File: src/rtl/stat_reg_pkg.sv
// Package: shared widths, bit positions and the load-select encoding
// for the flag/status register.
package stat_reg_pkg;
    localparam int FLAG_W  = 4;   // arithmetic flags C,Z,N,V
    localparam int N_MODE  = 2;   // interrupt enable, supervisor
    localparam int STAT_W  = 8;   // width of the status byte
    localparam int BUS_W   = 8;   // result bus width
    localparam int BIT_IE  = 4;   // result-bus bit and status bit of interrupt enable
    localparam int PAD_W   = STAT_W - FLAG_W - N_MODE;

    typedef enum logic [1:0] {
        SEL_NONE  = 2'b00,
        SEL_ARITH = 2'b01,
        SEL_IE    = 2'b10,
        SEL_SUP   = 2'b11
    } strobe_sel_e;
endpackage

File: src/rtl/arith_flag_bank.sv
// Arithmetic flag bank: four flags loaded as a group when 'load' is high,
// from the ALU flag outputs or from the result bus nibble.
// Assumes: inputs are steady at the rising edge; reset is synchronous, active low.
module arith_flag_bank #(
    parameter int W = 4
) (
    input  logic         clk,
    input  logic         rst_n,
    input  logic         load,
    input  logic         from_bus,
    input  logic [W-1:0] alu_in,
    input  logic [W-1:0] bus_in,
    output logic [W-1:0] q
);
    logic [W-1:0] next_src;

    // Purpose: pick the load source for the group.
    always_comb begin
        next_src = from_bus ? bus_in : alu_in;
    end

    // Purpose: clear on reset, load on strobe, otherwise hold.
    always_ff @(posedge clk) begin
        if (!rst_n)    q <= '0;
        else if (load) q <= next_src;
    end

    assert_alu_load_R2: assert property (@(posedge clk) disable iff (!rst_n)
        (load && !from_bus) |=> (q == $past(alu_in)));
    assert_bus_load_R3: assert property (@(posedge clk) disable iff (!rst_n)
        (load && from_bus) |=> (q == $past(bus_in)));
    assert_group_hold_R6: assert property (@(posedge clk) disable iff (!rst_n)
        !load |=> $stable(q));
endmodule

File: src/rtl/mode_flag_bit.sv
// Machine-state flag: one flip-flop loaded from a single result-bus bit
// when its own strobe fires. Set or clear is done by the ALU driving all
// ones or all zeros. Assumes: synchronous active-low reset.
module mode_flag_bit (
    input  logic clk,
    input  logic rst_n,
    input  logic strobe,
    input  logic din,
    output logic q
);
    // Purpose: clear on reset, capture the bus bit on strobe, else hold.
    always_ff @(posedge clk) begin
        if (!rst_n)      q <= 1'b0;
        else if (strobe) q <= din;
    end

    assert_mode_load_R4: assert property (@(posedge clk) disable iff (!rst_n)
        strobe |=> (q == $past(din)));   // also covers R5 (second instance)
    assert_mode_hold_R6: assert property (@(posedge clk) disable iff (!rst_n)
        !strobe |=> $stable(q));
endmodule

File: src/rtl/status_left_drv.sv
// Left-bus driver: passes the status byte to the left bus when the
// active-low enable is asserted and returns zeros otherwise.
// Assumes: the bus outside this block merges drivers using left_en.
module status_left_drv #(
    parameter int W = 8
) (
    input  logic         clk,
    input  logic         rst_n,
    input  logic         oe_n,
    input  logic [W-1:0] stat_in,
    output logic [W-1:0] drv_data,
    output logic         drv_en
);
    // Purpose: gate the status byte onto the left bus.
    always_comb begin
        drv_en   = !oe_n;
        drv_data = oe_n ? '0 : stat_in;
    end

    assert_left_idle_R8: assert property (@(posedge clk) disable iff (!rst_n)
        oe_n |-> (drv_data == '0 && !drv_en));
    assert_left_drive_R8: assert property (@(posedge clk) disable iff (!rst_n)
        !oe_n |-> (drv_data == stat_in && drv_en));
endmodule

File: src/rtl/flag_status_reg.sv
// Flag/status register top: decodes the load select into three strobes,
// holds four arithmetic flags and two machine-state bits, presents the
// byte to the sequencer and, on request, to the left bus.
// Assumes: one select per cycle; all loads on the rising edge.
module flag_status_reg
    import stat_reg_pkg::*;
(
    input  logic              clk,
    input  logic              rst_n,
    input  logic [1:0]        strobe_sel,
    input  logic              src_is_bus,
    input  logic [FLAG_W-1:0] alu_flags,
    input  logic [BUS_W-1:0]  zbus,
    input  logic              left_oe_n,
    output logic [STAT_W-1:0] status,
    output logic [STAT_W-1:0] left_data,
    output logic              left_en
);
    strobe_sel_e       sel;
    logic [FLAG_W-1:0] arith_q;
    logic [N_MODE-1:0] mode_q;
    logic              arith_ld;

    // Purpose: view the raw select as the enumerated load code.
    always_comb begin
        sel      = strobe_sel_e'(strobe_sel);
        arith_ld = (sel == SEL_ARITH);
    end

    arith_flag_bank #(.W(FLAG_W)) u_arith (
        .clk      (clk),
        .rst_n    (rst_n),
        .load     (arith_ld),
        .from_bus (src_is_bus),
        .alu_in   (alu_flags),
        .bus_in   (zbus[FLAG_W-1:0]),
        .q        (arith_q)
    );

    // One flip-flop per machine-state bit; bit k uses select code SEL_IE+k
    // and result-bus bit BIT_IE+k.
    for (genvar k = 0; k < N_MODE; k++) begin : g_mode
        logic strobe_k;
        // Purpose: decode this bit's own strobe from the shared select.
        always_comb begin
            strobe_k = (strobe_sel == 2'(int'(SEL_IE) + k));
        end
        mode_flag_bit u_bit (
            .clk    (clk),
            .rst_n  (rst_n),
            .strobe (strobe_k),
            .din    (zbus[BIT_IE + k]),
            .q      (mode_q[k])
        );
    end

    // Purpose: assemble the status byte for the sequencer.
    always_comb begin
        status = {{PAD_W{1'b0}}, mode_q, arith_q};
    end

    status_left_drv #(.W(STAT_W)) u_left (
        .clk      (clk),
        .rst_n    (rst_n),
        .oe_n     (left_oe_n),
        .stat_in  (status),
        .drv_data (left_data),
        .drv_en   (left_en)
    );

    // Checker state: was reset sampled low at the previous edge?
    logic rst_seen_q;
    // Purpose: remember reset for the clear check below.
    always_ff @(posedge clk) begin
        rst_seen_q <= !rst_n;
    end

    // Purpose: R1 clear check after every reset edge.
    always_ff @(posedge clk) begin
        if (rst_seen_q) begin
            assert_reset_clear_R1: assert (status == '0);
        end
    end

    assert_pad_zero_R7: assert property (@(posedge clk) disable iff (!rst_n)
        status[STAT_W-1 -: PAD_W] == '0);
    assert_arith_keeps_mode_R6: assert property (@(posedge clk) disable iff (!rst_n)
        (strobe_sel == 2'b01) |=> $stable(status[FLAG_W +: N_MODE]));
    assert_mode_keeps_arith_R6: assert property (@(posedge clk) disable iff (!rst_n)
        strobe_sel[1] |=> $stable(status[FLAG_W-1:0]));
endmodule

File: config.mk
export PLATFORM = sky130hd
export DESIGN_NAME = flag_status_reg
export DESIGN_NICKNAME = d
export VERILOG_FILES = /design/src/rtl/stat_reg_pkg.sv /design/src/rtl/arith_flag_bank.sv /design/src/rtl/mode_flag_bit.sv /design/src/rtl/status_left_drv.sv /design/src/rtl/flag_status_reg.sv
export SDC_FILE = /design/constraint.sdc
export NUM_CORES = 1
export LEC_CHECK = 0
export BUFFER_PORTS_ARGS = -buffer_cell sky130_fd_sc_hd__buf_2
export CAP_MARGIN = 0
export CORE_AREA = 5 5 42 44
export CTS_BUF_LIST = sky130_fd_sc_hd__clkbuf_8
export CTS_CLUSTER_DIAMETER = 60
export DETAILED_ROUTE_END_ITERATION = 10
export DIE_AREA = 0 0 47 49
export GPL_ROUTABILITY_DRIVEN = 0
export PLACE_DENSITY = 0.59
export SLEW_MARGIN = 15
export SYNTH_ARGS = -nofsm -noshare
export SYNTH_HDL_FRONTEND = slang
export SYNTH_HIERARCHICAL = 1
export SYNTH_SLANG_ARGS = --single-unit
File: constraint.sdc
create_clock -name clk -period 1 [get_ports clk]
set_clock_uncertainty 0.1 [all_clocks]
set_input_delay 0.1 -clock clk [delete_from_list [all_inputs] [get_ports clk]]
set_output_delay 0.1 -clock clk [all_outputs]
set_load 0.02 [all_outputs]
==> results.sh, run 1 <==
export IMPL_worstPathCellList="nor2b_4 > buf_6"
export IMPL_grt_pass1_vias=376
export IMPL_slew_violations=0
export IMPL_place_area_sq_um=507
export IMPL_regToRegEndpoint="u_arith/q[0]"
export IMPL_cap_violations=0
export IMPL_dp_cells=83
export IMPL_postCtsSetupRepairBufs=0
export IMPL_cp_data_required_time_ns=0.80
export IMPL_rrSetupSlack_ns=0.27
export IMPL_path_buf_inv=1
export IMPL_crit_path_start_kind="flip-flop"
export IMPL_ys_warn_count=6
export IMPL_cts_path_max_buffers=2
export IMPL_vias=360
export IMPL_grt_setup_unrepaired="yes"
export IMPL_wl_per_cell_microns=11.2
export IMPL_violations="setup timing"
export IMPL_detail_route_antenna_nets=0
export IMPL_setup_violations_final=2
export IMPL_overflow=0
export IMPL_pwr_share_clk=0.438
export IMPL_worstSetupEndpointType="output port"
export IMPL_clock_latency_ns=0.22
export IMPL_critPathTopFamily="flip-flops"
export IMPL_p_sw_frac=0.261
export IMPL_fin_crit_ns=1.00
export IMPL_cts_sinks=6
export IMPL_ios=35
export IMPL_drc=0
export IMPL_grt_max_degree=10
export IMPL_ys_types=11
export IMPL_coreArea_sq_um=1400
export IMPL_outcome="finished with violations"
export IMPL_cp_max_fo=3
export IMPL_syn_inst=38
export IMPL_internal_power_mw=0.609
export IMPL_ctsHoldBuffers=0
export IMPL_antenna_cells=0
export IMPL_track_usage=0.0982
export IMPL_drt_first_pass_iters=2
export IMPL_grt_pass1_wl_mm=1.60
export IMPL_syn_area_per_cell_sq_um=8.76
export IMPL_min_from="zbus[4]"
export IMPL_arrival_ns=0.80
export IMPL_synth_area_sq_um=333
export IMPL_ys_seq_area_frac=0.361
export IMPL_finalPower_mw=0.824
export IMPL_p_switching_mw=0.215
export IMPL_fp_dieH_microns=49
export IMPL_worst_setup_path_type="reg2out"
export IMPL_die_w_microns=47
export IMPL_ff2ff_path_depth=2
export IMPL_final_nets=90
export IMPL_hold_end="g_mode[0].u_bit/q"
export IMPL_hold_class="in2reg"
export IMPL_comb_power_share=0.236
export IMPL_rows=14
export IMPL_drive_gt1_frac=0.657
export IMPL_cts_root_buf="clkbuf_8"
export IMPL_first_iter_violations=4
export IMPL_finalSetupTns_ns=-0.00497
export IMPL_final_util=0.445
export IMPL_hold_viol=0
export IMPL_die_area_sq_um=2300
export IMPL_place_ws_ns=0.0735
export IMPL_period_share=1.00
export IMPL_fmax_mhz=995
export IMPL_cts_buffers=3
export IMPL_totalWireLength_microns=967
export IMPL_cts_resized=24
export IMPL_htreeDepth=1
export IMPL_slowest_delay_ns=0.33
export IMPL_r2r_start="u_arith/q[0]"
export IMPL_synth_area_leader_cell="dfxtp_1"
export IMPL_p_leak_nw=0.310
export IMPL_ir_drop_v=0.000496
export IMPL_netlist_area_leader_share=0.361
export IMPL_routed_via_density=4.19
export IMPL_final_cells=86
export IMPL_holdPathStages=3
export IMPL_cts_tree="yes"
export IMPL_path_clk_slew_ns=0.04
export IMPL_antenna_found_initial=0
export IMPL_layout_setup_ws_ns=-0.00456
export IMPL_stdcell_area_sq_um=623
export IMPL_p_per_area_nw_per_um2=1320
export IMPL_areaGrowthSynthToFinish_pct=87.2
export IMPL_slowest_stage="dfxtp_2"
export IMPL_dp_hpwl_microns=733
export IMPL_timing_hold_ws_ns=0.0409
export IMPL_synth_area_leaders="dfxtp_1 (36%), nor2b_1 (21%), mux2i_1 (18%)"
export IMPL_ys_ff_latch=6
export IMPL_start_util=0.237
export IMPL_portBuffers=28
export IMPL_pwr_share_seq=0.327
## placed cells by master (no fill, tap or decap), drive strengths merged
cell type,instances
buf,29
nor2b,11
mux2i,6
dfxtp,6
conb,4
o21ai,4
a21oi,4
clkbuf,3
and2,1
and2b,1
inv,1
## worst max-delay path by stage
stage                            from      endpoint  slack [ns]  cells past startpoint
detailed placement      strobe_sel[0]  u_arith/q[1]        0.07                      5
CTS                      u_arith/q[2]  left_data[2]      -0.009                      2
global route             u_arith/q[2]  left_data[2]       -0.05                      2
finish                   u_arith/q[2]  left_data[2]      -0.005                      2
floorplan           g_mode[0].u_bit/q  left_data[4]        0.08                      1
global placement        strobe_sel[0]  u_arith/q[2]         0.1                      5
## flip-flops by register name (all words and copies together) (netlist names)
name,cells
u_arith/q,4
g_mode.u_bit/q,2
## cell usage after synthesis
library cell / instances
and2b_2: 1
inv_1: 1
a21oi_1: 4
mux2i_1: 6
and2_2: 1
o21ai_0: 4
dfxtp_1: 6
clkbuf_2: 1
nor2b_1: 11
conb_1: 1
buf_4: 2
## power by group through the flow
stage / sequential (mW) / clock [mW] / combinational (mW)
floorplan: 0.286 / 0 / 0.0866
global placement: 0.268 / 0 / 0.167
detailed placement: 0.268 / 0 / 0.170
CTS: 0.269 / 0.373 / 0.196
global route: 0.272 / 0.392 / 0.213
finish: 0.269 / 0.361 / 0.194
## tightest hold or removal path: stages
cell	delay, ns
buf_2	0.08
mux2i_1	0.06
nor2b_1	0.09
## metal layers
layer / track usage / wire [microns]
met5: 0 / 0
met2: 0.120 / 353
met3: 0.0517 / 143
met4: 0.0415 / 0
met1: 0.140 / 470
## final cells by class
class,count,area [sq um]
Clock buffer,3,41.3
Fill cell,134,778
Inverter,1,3.75
Multi-Input combinational cell,31,245
Sequential cell,6,128
Tap cell,16,20.0
Timing Repair Buffer,29,185
## logic make-up (layout without fill, tap and decap cells)
family / count (synthesis) / in the layout / share of synthesized area
other cells: 1 / 4 / 0.0113
compound gates: 8 / 8 / 0.120
mux: 6 / 6 / 0.180
flops: 6 / 6 / 0.361
buf+inv: 4 / 33 / 0.0714
simple gates: 13 / 13 / 0.256
Note: power is estimated with default switching activity, not from simulation.
==> inputs of run 2 (changes only) <==
==> constraint.sdc (replaced) <==
create_clock -name clk -period 1 [get_ports clk]
set_clock_uncertainty 0.1 [all_clocks]
set_input_delay 0.05 -clock clk [delete_from_list [all_inputs] [get_ports clk]]
set_output_delay 0.05 -clock clk [all_outputs]
set_load 0.02 [all_outputs]
==> results.sh, run 2 (same netlist as run 1, synthesis figures left out) <==
export IMPL_slowest_delay_ns=0.33
export IMPL_postCtsSetupRepairBufs=0
export IMPL_coreArea_sq_um=1400
export IMPL_cts_buffers=3
export IMPL_most_common_layout_cells="buf_2 (22), nor2b_1 (8), mux2i_1 (6), dfxtp_2 (5), buf_4 (5)"
export IMPL_busiest_layer="met2"
export IMPL_hold_class="in2reg"
export IMPL_portBuffers=28
export IMPL_ios=35
export IMPL_detail_route_antenna_nets=0
export IMPL_internal_power_mw=0.599
export IMPL_grt_max_degree=10
export IMPL_totalWireLength_microns=939
export IMPL_die_w_microns=47
export IMPL_rows=14
export IMPL_cp_max_fo=3
export IMPL_critPathTopFamily="flip-flops"
export IMPL_overflow=0
export IMPL_drive_gt1_frac=0.577
export IMPL_period_share=0.982
export IMPL_worst_setup_path_type="reg2out"
export IMPL_pwr_share_clk=0.453
export IMPL_p_sw_frac=0.265
export IMPL_clock_latency_ns=0.22
export IMPL_worstPathCellList="nor2b_2 > buf_4"
export IMPL_top_register="u_arith/q"
export IMPL_cts_sinks=6
export IMPL_final_nets=91
export IMPL_grt_setup_unrepaired="yes"
export IMPL_fp_dieH_microns=49
export IMPL_vias=362
export IMPL_path_clk_slew_ns=0.04
export IMPL_outcome="complete, no violations"
export IMPL_die_area_sq_um=2300
export IMPL_start_util=0.237
export IMPL_htreeDepth=1
export IMPL_final_cells=87
export IMPL_fin_crit_ns=0.982
export IMPL_pwr_share_seq=0.328
export IMPL_largest_register_ffs=4
export IMPL_arrival_ns=0.83
export IMPL_routed_via_density=4.16
export IMPL_fill_cells=137
export IMPL_wl_per_cell_microns=10.8
export IMPL_crit_path_start_kind="flip-flop"
export IMPL_p_leak_nw=0.302
export IMPL_top_regs="u_arith/q x4, g_mode.u_bit/q x2"
export IMPL_grt_pass1_wl_mm=1.30
export IMPL_mostFrequentLayoutCell="buf_2"
export IMPL_holdPathStages=3
export IMPL_fmax_mhz=1020
export IMPL_p_per_area_nw_per_um2=1400
export IMPL_cp_data_required_time_ns=0.85
export IMPL_grt_pass1_vias=332
export IMPL_drt_first_pass_iters=1
export IMPL_setup_violations_final=0
export IMPL_dp_cells=82
export IMPL_hold_viol=0
export IMPL_dp_hpwl_microns=702
export IMPL_track_usage=0.0803
export IMPL_antenna_cells=0
export IMPL_p_switching_mw=0.216
export IMPL_cp_num_cells=2
export IMPL_path_buf_inv=1
export IMPL_drc=0
export IMPL_worstSetupEndpointType="output port"
export IMPL_cts_tree="yes"
export IMPL_grt_use_met3=0.0332
export IMPL_slowest_stage="dfxtp_1"
export IMPL_finalSetupTns_ns=0
export IMPL_cts_path_max_buffers=2
export IMPL_final_util=0.416
export IMPL_comb_power_share=0.219
export IMPL_ir_drop_v=0.000669
export IMPL_use_met1=0.101
export IMPL_ff2ff_path_depth=2
export IMPL_cap_violations=0
export IMPL_slew_violations=0
export IMPL_cts_root_buf="clkbuf_8"
export IMPL_use_met2=0.106
export IMPL_areaGrowthSynthToFinish_pct=75.2
export IMPL_antenna_found_initial=0
export IMPL_first_iter_violations=0
[run 2: changes by cell type in the layout (fill, tap and decap cells not counted)]
cell           previous run  this run
buf_6                     6         1
dfxtp_1                   0         1
dlygate4sd3_1             0         2
nor2b_1                   5         8
buf_4                     1         5
dfxtp_2                   6         5
nor2b_4                   6         1
nor2b_2                   0         2
[run 2: layer usage]
| layer | vias up | wire, microns |
|---|---|---|
| met4 | 0 | 0 |
| met1 | 155 | 355 |
| met3 | 0 | 117 |
| met5 | - | 0 |
| li1 | 186 | - |
| met2 | 21 | 467 |
[run 2: metrics by stage]
stage                     worst slack, ns  power (mW)  instance area, sq um  hold slack (ns)
final                              0.0181       0.815                   583          0.00628
after global routing              -0.0364       0.856                   583           0.0254
after detailed placement          -0.0262       0.429                   484            0.225
after CTS                        0.000782       0.810                   559           0.0106
after floorplan                    0.0454       0.369                   344           0.0766
after global placement            0.00976       0.427                   484            0.211
[run 2: path summary, 6_finish.rpt]
kind	start	end	slack, ns
setup reg to reg	u_arith/q[0]	u_arith/q[0]	0.22
hold / removal	rst_n	u_arith/q[3]	0.006
hold reg to reg	g_mode[0].u_bit/q	g_mode[0].u_bit/q	0.41
setup / recovery	u_arith/q[2]	left_data[2]	0.02
[run 2: power groups by stage]
| stage | Clock (mW) | Combinational, mW | Sequential (mW) |
|---|---|---|---|
| after detailed placement | 0 | 0.162 | 0.268 |
| after global routing | 0.394 | 0.193 | 0.270 |
| final | 0.369 | 0.178 | 0.267 |
| after global placement | 0 | 0.159 | 0.268 |
| after CTS | 0.373 | 0.172 | 0.265 |
| after floorplan | 0 | 0.0834 | 0.286 |
[run 2: what timing repair did]
item / in CTS / in global routing
endpoints found under the hold margin: 2 / 0
setup endpoints to repair: 4 / 6
hold buffers: 2 / 0
resized for setup: 6 / 10
pin swaps: 0 / 0
[run 2: worst register-to-register path, stage by stage, from the launching register on]
cell     delay, ns
dfxtp_2       0.32
o21ai_0       0.16
a21oi_1       0.06
[run 2: area by class of cell]
cell class              count  area [sq um]  area share
multi-input cells          31           213       0.365
repair buffers             30           179       0.307
flip-flops and latches      6           126       0.217
clock buffers               3          41.3      0.0708
well taps                  16          20.0      0.0343
inverters                   1          3.75     0.00644
==> inputs of run 3 (changes only) <==
--- a/config.mk
+++ b/config.mk
@@ -5,6 +5,7 @@
 export SDC_FILE = /design/constraint.sdc
 export NUM_CORES = 1
 export LEC_CHECK = 0
+export ABC_AREA = 1
 export BUFFER_PORTS_ARGS = -buffer_cell sky130_fd_sc_hd__buf_2
 export CAP_MARGIN = 0
 export CORE_AREA = 5 5 42 44
@@ -13,7 +14,7 @@
 export DETAILED_ROUTE_END_ITERATION = 10
 export DIE_AREA = 0 0 47 49
 export GPL_ROUTABILITY_DRIVEN = 0
-export PLACE_DENSITY = 0.59
+export PLACE_DENSITY = 0.65
 export SLEW_MARGIN = 15
 export SYNTH_ARGS = -nofsm -noshare
 export SYNTH_HDL_FRONTEND = slang
==> results.sh, run 3 <==
export IMPL_totalWireLength_mm=1.01
export IMPL_outcome="complete, no violations"
export IMPL_hold_class="in2reg"
export IMPL_syn_inst=74
export IMPL_slowest_delay_ns=0.33
export IMPL_die_area_sq_um=2300
export IMPL_final_nets=126
export IMPL_cts_tree="yes"
export IMPL_synth_top_flop_cell="dfxtp_1"
export IMPL_grt_max_degree=10
export IMPL_crit_path_start_kind="flip-flop"
export IMPL_path_clk_slew_ns=0.04
export IMPL_cp_max_fo=3
export IMPL_cts_buffers=3
export IMPL_ff2ff_path_depth=4
export IMPL_post_synth_most_frequent_cells="nor2_1 (20), inv_1 (19), nand2_1 (17)"
export IMPL_detail_route_antenna_nets=0
export IMPL_pwr_share_seq=0.325
export IMPL_portBuffers=28
export IMPL_cap_violations=0
export IMPL_fp_dieH_microns=49
export IMPL_synth_area_leader_cell="dfxtp_1"
export IMPL_mostFrequentLayoutCell="buf_2"
export IMPL_coreArea_sq_um=1400
export IMPL_slew_violations=0
export IMPL_comb_power_share=0.244
export IMPL_most_common_layout_cells="buf_2 (22), nor2_1 (18), nand2_1 (17), inv_1 (16), buf_4 (7)"
export IMPL_drc=0
export IMPL_path_buf_inv=2
export IMPL_cp_data_required_time_ns=0.85
export IMPL_ir_drop_v=0.000413
export IMPL_syn_area_per_cell_sq_um=5.51
export IMPL_internal_power_mw=0.599
export IMPL_first_iter_violations=4
export IMPL_p_sw_frac=0.283
export IMPL_start_util=0.291
export IMPL_stdcell_area_sq_um=631
export IMPL_grt_pass1_wl_mm=1.59
export IMPL_setup_violations_final=0
export IMPL_fin_crit_ns=0.956
export IMPL_regToRegEndpoint="u_arith/q[1]"
export IMPL_ys_ff_latch=6
export IMPL_antenna_found_initial=0
export IMPL_drive_gt1_frac=0.434
export IMPL_synth_edff_count=0
export IMPL_r2r_start="u_arith/q[1]"
export IMPL_cts_root_buf="clkbuf_8"
export IMPL_ys_types=10
export IMPL_rows=14
export IMPL_finalSetupTns_ns=0
export IMPL_place_area_sq_um=549
export IMPL_netlist_area_leader_share=0.294
export IMPL_htreeDepth=1
export IMPL_vias=474
export IMPL_synthArstFlopShare=0
export IMPL_wl_per_cell_microns=8.31
export IMPL_period_share=0.956
export IMPL_track_usage=0.101
export IMPL_arrival_ns=0.81
export IMPL_die_w_microns=47
export IMPL_hold_viol=0
export IMPL_synth_area_sq_um=408
export IMPL_pwr_share_clk=0.431
export IMPL_worst_setup_path_type="reg2out"
export IMPL_ys_warn_count=6
export IMPL_synth_most_common_cell="nor2_1"
export IMPL_ys_seq_area_frac=0.294
export IMPL_routed_via_density=3.89
export IMPL_worstSetupEndpointType="output port"
export IMPL_p_switching_mw=0.237
export IMPL_worstPathCellList="inv_2 > nor2_2 > buf_4"
export IMPL_fmax_mhz=1050
export IMPL_antenna_cells=0
export IMPL_overflow=0
export IMPL_cts_path_max_buffers=2
export IMPL_synth_area_leaders="dfxtp_1 (29%), nor2_1 (18%), inv_1 (17%)"
export IMPL_top_regs="u_arith/q x4, g_mode.u_bit/q x2"
export IMPL_largest_register_ffs=4
export IMPL_startpoint="g_mode[0].u_bit/q"
export IMPL_slowest_stage="dfxtp_2"
export IMPL_postCtsSetupRepairBufs=0
export IMPL_p_per_area_nw_per_um2=1330
export IMPL_clock_latency_ns=0.22
export IMPL_cp_num_cells=3
export IMPL_rrSetupSlack_ns=0.23
export IMPL_critPathTopFamily="flip-flops"
export IMPL_cts_sinks=6
export IMPL_areaGrowthSynthToFinish_pct=54.6
export IMPL_grt_setup_unrepaired="yes"
export IMPL_final_util=0.450
export IMPL_ios=35
export IMPL_drt_first_pass_iters=4
export IMPL_top_register="u_arith/q"
export IMPL_dp_hpwl_microns=810
export IMPL_p_leak_nw=0.391
export IMPL_crit_end="left_data[4]"
export IMPL_fill_cells=169
export IMPL_grt_pass1_vias=386
run 3: stage by stage:
| stage | std cells | hold WS [ns] | total power, mW | setup slack (ns) |
|---|---|---|---|---|
| finish | 122 | 0.0110 | 0.836 | 0.0443 |
| global placement | 118 | 0.209 | 0.459 | 0.171 |
| detailed placement | 118 | 0.213 | 0.463 | 0.158 |
| global route | 122 | 0.0233 | 0.902 | -0.0198 |
| CTS | 122 | 0.00843 | 0.840 | 0.00350 |
| floorplan | 77 | 0.0847 | 0.404 | 0.0681 |
run 3: area by class of cell:
class                           count  area, sq um  share of cell area
Clock buffer                        3         41.3              0.0655
Timing Repair Buffer               30          173               0.274
Sequential cell                     6          128               0.202
Inverter                           20         77.6               0.123
Tap cell                           16         20.0              0.0317
Multi-Input combinational cell     47          191               0.304
run 3: timing repair:
item / CTS / global route
endpoints found under the hold margin: 2 / 0
hold buffers: 1 / 0
gates resized for setup: 2 / 16
setup endpoints to repair: 2 / 10
run 3: power by group through the flow:
stage	Clock (mW)	Sequential (mW)	Combinational (mW)
CTS	0.375	0.268	0.197
global placement	0	0.272	0.188
detailed placement	0	0.272	0.191
global route	0.399	0.275	0.228
finish	0.360	0.272	0.204
floorplan	0	0.291	0.113
run 3: metal layers:
layer,track usage,part of all wire
met3,0.0332,0.11
met1,0.0991,0.38
met5,0,0
met4,0.111,0.052
met2,0.149,0.46
run 3: worst min-delay path by stage:
stage	from	endpoint	cells after the start
global route	zbus[5]	g_mode[1].u_bit/q	5
CTS	alu_flags[0]	u_arith/q[0]	5
floorplan	rst_n	g_mode[0].u_bit/q	2
finish	alu_flags[0]	u_arith/q[0]	5
detailed placement	rst_n	g_mode[1].u_bit/q	3
global placement	rst_n	g_mode[0].u_bit/q	3
run 3: cell families (layout without fill, tap and decap cells):
logic type,count (synthesis),after routing,share of synthesized area
other,1,4,0.00919
flip-flops,6,6,0.294
AND/OR/NAND/NOR,43,43,0.420
buffers and inverters,24,53,0.276
run 3: tightest hold or removal path: cells and delay by family:
kind,cells,cell delay [ns]
buffers and inverters,2,0.11
and+or+nand+nor,3,0.14
